### src/rtl/pix_unpack_pkg.sv
// Shared types and helpers for the pixel unpacker.
// Assumes a 32-bit source word; depth codes are 3 bits.
package pix_unpack_pkg;

    typedef enum logic [2:0] {
        FMT_PAL  = 3'd0,
        FMT_5551 = 3'd1,
        FMT_565  = 3'd2,
        FMT_444  = 3'd3,
        FMT_888  = 3'd4
    } pix_fmt_e;

    typedef struct packed {
        logic [2:0] mode;
        logic       bgr;
        logic       be_byte;
        logic       be_pix;
        logic [1:0] mux;
    } pix_cfg_t;

    // log2 of bits per pixel for a depth code
    function automatic logic [2:0] depth_log(input logic [2:0] code);
        case (code)
            3'd0, 3'd1, 3'd2, 3'd3: depth_log = code;
            3'd5:                   depth_log = 3'd5;
            default:                depth_log = 3'd4;
        endcase
    endfunction

endpackage

### src/rtl/pix_cfg_decode.sv
// Decodes a latched configuration into pixel size, colour format,
// red placement and the XOR mask applied to pixel bit offsets.
// Assumes cfg is stable for as long as a word is held.
module pix_cfg_decode
    import pix_unpack_pkg::*;
#(
    parameter bit EXTENDED = 1'b0
) (
    input  pix_cfg_t   cfg,
    output logic [2:0] lg,
    output pix_fmt_e   fmt,
    output logic       red_low,
    output logic [4:0] off_mask
);
    logic [5:0] bpp_m1;

    // pixel size and offset mask for the selected ordering
    always_comb begin
        lg     = depth_log(cfg.mode);
        bpp_m1 = (6'd1 << lg) - 6'd1;
        if (cfg.be_byte)
            off_mask = 5'd31 & ~bpp_m1[4:0];
        else if (cfg.be_pix && lg < 3'd3)
            off_mask = 5'd7 & ~bpp_m1[4:0];
        else
            off_mask = 5'd0;
    end

    generate
        if (EXTENDED) begin : g_ext
            // extended variant: code 4 is fixed 5551, selector unused
            always_comb begin
                red_low = cfg.bgr;
                case (cfg.mode)
                    3'd4:    fmt = FMT_5551;
                    3'd5:    fmt = FMT_888;
                    3'd6:    fmt = FMT_565;
                    3'd7:    fmt = FMT_444;
                    default: fmt = FMT_PAL;
                endcase
            end
        end else begin : g_base
            // base variant: external selector reinterprets code 4
            always_comb begin
                red_low = cfg.bgr;
                case (cfg.mode)
                    3'd4: begin
                        if (cfg.mux == 2'd1) begin
                            fmt = FMT_5551;
                        end else begin
                            fmt = FMT_565;
                            if (cfg.mux == 2'd3) red_low = 1'b1;
                        end
                    end
                    3'd5:    fmt = FMT_888;
                    3'd6:    fmt = FMT_565;
                    3'd7:    fmt = FMT_444;
                    default: fmt = FMT_PAL;
                endcase
            end
        end
    endgenerate

endmodule

### src/rtl/pix_select.sv
// Picks the field of pixel k out of a held word with a barrel shift.
// Offset = (k << lg) XOR mask, which covers all three orderings because
// every pixel field is aligned to its own size.
module pix_select #(
    parameter int WORD_W = 32,
    parameter int FIELD_W = 24,
    localparam int IDX_W = $clog2(WORD_W)
) (
    input  logic [WORD_W-1:0]  word,
    input  logic [IDX_W-1:0]   k,
    input  logic [2:0]         lg,
    input  logic [IDX_W-1:0]   off_mask,
    output logic [IDX_W-1:0]   off,
    output logic [FIELD_W-1:0] field
);
    logic [WORD_W-1:0] shifted;

    // bit offset and right-aligned field of the current pixel
    always_comb begin
        off     = (k << lg) ^ off_mask;
        shifted = word >> off;
        field   = shifted[FIELD_W-1:0];
    end

endmodule

### src/rtl/pix_colour.sv
// Turns a right-aligned pixel field into a palette index or a widened
// RGB value. Assumes pal_rgb is a combinational function of pal_idx.
module pix_colour
    import pix_unpack_pkg::*;
(
    input  logic [23:0] field,
    input  logic [2:0]  lg,
    input  pix_fmt_e    fmt,
    input  logic        red_low,
    input  logic [23:0] pal_rgb,
    output logic [7:0]  pal_idx,
    output logic [23:0] rgb
);
    logic [7:0]  lo, mid, hi;
    logic [15:0] idx_mask;

    // palette index: field masked to the pixel size
    always_comb begin
        idx_mask = (16'd1 << (5'd1 << lg)) - 16'd1;
        pal_idx  = (fmt == FMT_PAL) ? (field[7:0] & idx_mask[7:0]) : 8'd0;
    end

    // channel split, widening and red/blue placement
    always_comb begin
        case (fmt)
            FMT_5551: begin
                lo = {field[4:0], 3'b0}; mid = {field[9:5], 3'b0}; hi = {field[14:10], 3'b0};
            end
            FMT_565: begin
                lo = {field[4:0], 3'b0}; mid = {field[10:5], 2'b0}; hi = {field[15:11], 3'b0};
            end
            FMT_444: begin
                lo = {field[3:0], 4'b0}; mid = {field[7:4], 4'b0}; hi = {field[11:8], 4'b0};
            end
            default: begin
                lo = field[7:0]; mid = field[15:8]; hi = field[23:16];
            end
        endcase
        if (fmt == FMT_PAL)
            rgb = pal_rgb;
        else if (red_low)
            rgb = {lo, mid, hi};
        else
            rgb = {hi, mid, lo};
    end

endmodule

### src/rtl/pix_unpack.sv
// Pixel format unpacker top. Holds one word with its configuration,
// steps a pixel counter on each output handshake and frees the word
// after its last pixel. Line size is computed from the live inputs.
module pix_unpack
    import pix_unpack_pkg::*;
#(
    parameter bit EXTENDED = 1'b0,
    parameter int COL_W = 12,
    localparam int WORD_W = 32,
    localparam int IDX_W = $clog2(WORD_W),
    localparam int LB_W = COL_W + 2
) (
    input  logic              clk,
    input  logic              rst_n,
    input  logic [2:0]        mode,
    input  logic              bgr,
    input  logic              big_byte,
    input  logic              big_pix,
    input  logic [1:0]        mux_sel,
    input  logic              in_valid,
    output logic              in_ready,
    input  logic [WORD_W-1:0] in_word,
    output logic [7:0]        pal_idx,
    input  logic [23:0]       pal_rgb,
    output logic              out_valid,
    input  logic              out_ready,
    output logic [23:0]       out_rgb,
    input  logic [COL_W-1:0]  cols,
    output logic [LB_W-1:0]   line_bytes
);
    logic              full;
    logic [WORD_W-1:0] word_q;
    pix_cfg_t          cfg_q;
    logic [IDX_W-1:0]  k_q;
    logic [2:0]        lg;
    pix_fmt_e          fmt;
    logic              red_low;
    logic [IDX_W-1:0]  off_mask;
    logic [IDX_W-1:0]  off;
    logic [23:0]       field;
    logic [IDX_W-1:0]  k_last;
    logic              accept, fire;

    assign in_ready  = ~full;
    assign out_valid = full;
    assign accept    = in_valid & ~full;
    assign fire      = full & out_ready;
    assign k_last    = IDX_W'((WORD_W - 1) >> lg);

    // word holding register, config latch and pixel counter
    always_ff @(posedge clk) begin
        if (!rst_n) begin
            full   <= 1'b0;
            word_q <= '0;
            cfg_q  <= '0;
            k_q    <= '0;
        end else if (accept) begin
            full   <= 1'b1;
            word_q <= in_word;
            cfg_q  <= '{mode: mode, bgr: bgr, be_byte: big_byte, be_pix: big_pix, mux: mux_sel};
            k_q    <= '0;
        end else if (fire) begin
            if (k_q == k_last) full <= 1'b0;
            else               k_q  <= k_q + 1'b1;
        end
    end

    pix_cfg_decode #(.EXTENDED(EXTENDED)) u_dec (
        .cfg(cfg_q), .lg(lg), .fmt(fmt), .red_low(red_low), .off_mask(off_mask)
    );

    pix_select #(.WORD_W(WORD_W), .FIELD_W(24)) u_sel (
        .word(word_q), .k(k_q), .lg(lg), .off_mask(off_mask), .off(off), .field(field)
    );

    pix_colour u_col (
        .field(field), .lg(lg), .fmt(fmt), .red_low(red_low),
        .pal_rgb(pal_rgb), .pal_idx(pal_idx), .rgb(out_rgb)
    );

    // source bytes per line from the live depth code
    always_comb begin
        case (mode)
            3'd0:    line_bytes = LB_W'(cols >> 3);
            3'd1:    line_bytes = LB_W'(cols >> 2);
            3'd2:    line_bytes = LB_W'(cols >> 1);
            3'd3:    line_bytes = LB_W'(cols);
            3'd5:    line_bytes = {cols, 2'b00};
            default: line_bytes = LB_W'({cols, 1'b0});
        endcase
    end

    // a stalled pixel stays presented and unchanged
    a_r10_hold_stable: assert property (@(posedge clk) disable iff (!rst_n)
        out_valid && !out_ready |=> out_valid && $stable(out_rgb));

    // a taken word is presented on the next cycle
    a_r2_accept_presents: assert property (@(posedge clk) disable iff (!rst_n)
        in_valid && in_ready |=> out_valid && !in_ready);

    // the held word is released only after its last pixel was taken
    a_r2_release_after_last: assert property (@(posedge clk) disable iff (!rst_n)
        $fell(out_valid) |-> $past(out_ready) && $past(k_q) == $past(k_last));

    // the pixel offset is aligned to the pixel size
    a_r4_offset_aligned: assert property (@(posedge clk) disable iff (!rst_n)
        full |-> ((off >> lg) << lg) == off);

    // the held configuration does not move while a word is held
    a_r12_cfg_held: assert property (@(posedge clk) disable iff (!rst_n)
        full && $past(full) |-> $stable(cfg_q));

endmodule

### config.mk
export PLATFORM = sky130hd
export DESIGN_NAME = pix_unpack
export DESIGN_NICKNAME = d
export VERILOG_FILES = /design/src/rtl/pix_unpack_pkg.sv /design/src/rtl/pix_cfg_decode.sv /design/src/rtl/pix_select.sv /design/src/rtl/pix_colour.sv /design/src/rtl/pix_unpack.sv
export SDC_FILE = /design/constraint.sdc
export NUM_CORES = 1
export LEC_CHECK = 0
export BUFFER_PORTS_ARGS = -buffer_cell sky130_fd_sc_hd__buf_2
export CORE_AREA = 5 5 111 113
export DETAILED_ROUTE_END_ITERATION = 7
export DIE_AREA = 0 0 116 118
export PLACE_DENSITY = 0.82
export SETUP_SLACK_MARGIN = 0.3
export SYNTH_ARGS = -nofsm -noshare
export SYNTH_HDL_FRONTEND = slang
export SYNTH_SLANG_ARGS = --single-unit
### constraint.sdc
create_clock -name clk -period 4.6 [get_ports clk]
set_clock_uncertainty 0.1 [all_clocks]
set_input_delay 0.92 -clock clk [delete_from_list [all_inputs] [get_ports clk]]
set_output_delay 0.92 -clock clk [all_outputs]
set_load 0.01 [all_outputs]
==> summary.md <==
| Metric | Value |
|---|---|
| Via count | 6734 |
| Antenna diodes | 0 |
| Max IR drop VDD | 0.000222 V |
| Vias in the first global route | 5854 |
| Final nets | 1012 |
| Routed len/inst | about 19 um |
| Critical path data arrival time | 3.61 ns |
| H-Tree Depth | 2 |
| PD cells | 251 nW/um2 |
| Mapped Area | roughly 5500 um2 |
| Overflow after GRT | 0 |
| Setup CP Type | reg -> out |
| Most used DFF post-synth | dfxtp_1 |
| Die span in x | 116 um |
| Final Cycle Share | 1.01 |
| HPWL Detailed | 14200 um |
| Die Y | 118 um |
| Via density | 6.28 |
| CTS Sinks | 46 |
| Detail Route Antenna Nets | 0 |
| Placed cells | 1016 |
| Core area | 11200 um2 |
| Area delta synth->final | 41.7% |
| CP Max Fanout | 7 |
| Post-route DRC violation count | 1 |
| Simple-gate share of the synthesized area | 0.285 |
| DRT Pass-1 Iters | 8 |
| CTS max path bufs | 2 |
| Status | finished, violations left |
| Post-synthesis xor/xnor area fraction | 0.0112 |
| Top post-synthesis cells by area | dfxtp_1, nand2_1, mux2i_1 |
| Post-synthesis mux area share | 0.157 |
| Yosys top cell area share | 0.168 |
| Post-synth EDFFs | 0 |
| Worst-Margin Slew | 0.620 ns |
| Initial antenna violation count | 0 |
| Clock latency on the worst-skew pair | 0.29 ns |
| PortBufs | 127 |
| Relative slew margins | 0.587 |
| Netlist cell types | 73 |
| Initial drt markers | 757 |
| Final min period | about 4.6 ns |
| Starting density of the core | 0.487 |
| Combinational family with the most area after synthesis | compound AO/OA/AOI/OAI gates |
| Worst Hold Class | reg -> reg |
| Post-synthesis area per instance | 7.12 um2 |
| Row Count | 39 |
| Sequential share of the synthesized area | 0.168 |
| Tot Pwr | 0.00195 W |
| Layout cells sized above 1 | 0.404 |
| Violated checks | DRC, setup timing |
| Reg clk slew, reported paths | 0.06 ns |
| Tot GR Track Use | 0.269 |
| Full die area | 13700 um2 |
| Leakage power | 3.18 nW |
| CP Capture Type | output port |
| Post-Syn Nets | 851 |
| Non-filler cells, final | between 1000 and 1500 |
| Max Cap Viol | 0 |
| Synth Area in Compound Gates | 0.299 |
| First-pass GRT wire length | just over 30000 um |
| Final hold vios | 0 |
| Max Slew Vio Count | 0 |
| Worst Setup Start Kind | flop |
| RSZ-0062 raised after global routing | yes |
| Post-synth ARST share | 0 |
| CTS tree | yes |
| Synth warn | 0 |
| GPL Wtd Cong | 1.01 |
| Post-synthesis cell count | around 770 |
| F_max | between 0.2 and 0.25 GHz |
| Critical Path RT | ~3.6 ns |
| Synthesized-area fraction occupied by adder cells | 0.00686 |
| Ports | around 130 |
| Clock root buffer | clkbuf_16 |
| Count of final setup violators | 2 |
| Cts bufs inserted | 5 |
| Largest net degree at the start of global routing | 43 |
| Routed Wire Length | 20500 um |
| Final worst-path setup slack | -0.0306 ns |
| Area leader, netlist | dfxtp_1 |
| FF+latch count, synth | 46 |
==> placed cells by master (no fill, tap or decap), types with 11 or more instances in the layout <==
| master | Yosys | routed |
|---|---|---|
| nor3_2 | 4 | 11 |
| a21boi_0 | 43 | 43 |
| dfxtp_1 | 46 | 40 |
| nor2_1 | 59 | 53 |
| nand3_1 | 28 | 25 |
| o21ai_0 | 30 | 25 |
| buf_4 | 7 | 70 |
| nor2b_1 | 17 | 15 |
| nor3_1 | 24 | 11 |
| nand2_1 | 152 | 150 |
| buf_2 | 13 | 127 |
| mux2i_1 | 39 | 30 |
| buf_6 | 5 | 16 |
| a21oi_1 | 39 | 30 |
| a22o_1 | 11 | 11 |
| mux4_2 | 12 | 12 |
==> cell families after synthesis <==
logic type	after synthesis
XOR/XNOR	7
flip-flops	46
multiplexers	67
AO/OA/AOI/OAI	228
AND/OR/NAND/NOR	336
buffers and inverters	81
adder cells (fa/ha/maj)	3
==> worst paths after layout <==
path	end	depth (start not counted)	from	slack, ns
setup / recovery	out_rgb[21]	14	cfg_q[5]	-0.03
hold / removal	word_q[0]	2	word_q[0]	0.38
setup reg to reg	k_q[4]	12	cfg_q[6]	2.01
hold reg to reg	word_q[0]	2	word_q[0]	0.38
==> cell type report <==
cell class | instances | area, um2
inverters | 11 | 43.8
well taps | 143 | 179
multi-input cells | 641 | 4860
repair buffers | 224 | 1580
clock buffers | 5 | 125
clock inverters | 3 | 26.3
fillers | 899 | 3470
flip-flops and latches | 46 | 936
==> worst max-delay path, cell delays in order (launching register included) <==
cell and delay, ns:
dfxtp_4 0.37, nor3_4 0.23, inv_2 0.07, ha_4 0.20, nor4b_4 0.15, o311a_1 0.34, or2_4 0.29, buf_12 0.16
mux2i_4 0.19, a221o_1 0.39, mux2i_1 0.28, a221o_1 0.26, a2bb2oi_2 0.14, a22o_1 0.13, buf_2 0.12
==> metal layers <==
metal,part of all wire,GRT usage,wire [um]
met5,0,0,0
met4,0.045,0.102,925
met3,0.090,0.0386,1850
met2,0.45,0.415,9170
met1,0.42,0.377,8610
==> registers in the layout, summed over array words and instances, names as in the netlist <==
signal and count:
word_q 32, cfg_q 8, out_valid 1, k_q 5
==> repair_timing <==
action,4_1_cts,5_1_grt
setup buffers,12,33
endpoints found under the setup margin,32,32
pin swaps,11,34
resized for setup,55,99
cloned,2,2
hold buffers,0,0
==> metrics by stage <==
step	hold slack, ns	util	TNS (ns)	instance area (um2)	setup slack (ns)
after floorplan	0.339	-	0	5600	0.320
after global placement	0.362	0.570	0	6400	0.129
after detailed placement	0.368	0.570	0	6400	0.125
after CTS	0.376	0.621	0	6960	0.134
after global routing	0.402	0.691	-0.530	7750	-0.0910
final	0.376	0.691	-0.0498	7750	-0.0306
==> cells in the mapped netlist, types with 12 or more instances <==
| cell type | number |
|---|---|
| nand2_1 | 152 |
| a21oi_1 | 39 |
| nand3_1 | 28 |
| a21boi_0 | 43 |
| nor3_1 | 24 |
| mux4_2 | 12 |
| buf_2 | 13 |
| mux2i_1 | 39 |
| clkbuf_1 | 39 |
| nor2b_1 | 17 |
| o21ai_0 | 30 |
| a211oi_1 | 14 |
| dfxtp_1 | 46 |
| nor2_1 | 59 |
==> power by group <==
group / switching, W / total (W) / internal [W]
clock network: 0.000164 / 0.000371 / 0.000207
registers: 0.0000272 / 0.000448 / 0.000421
logic: 0.000613 / 0.00113 / 0.000513
Note: power is estimated with default switching activity, not from simulation.
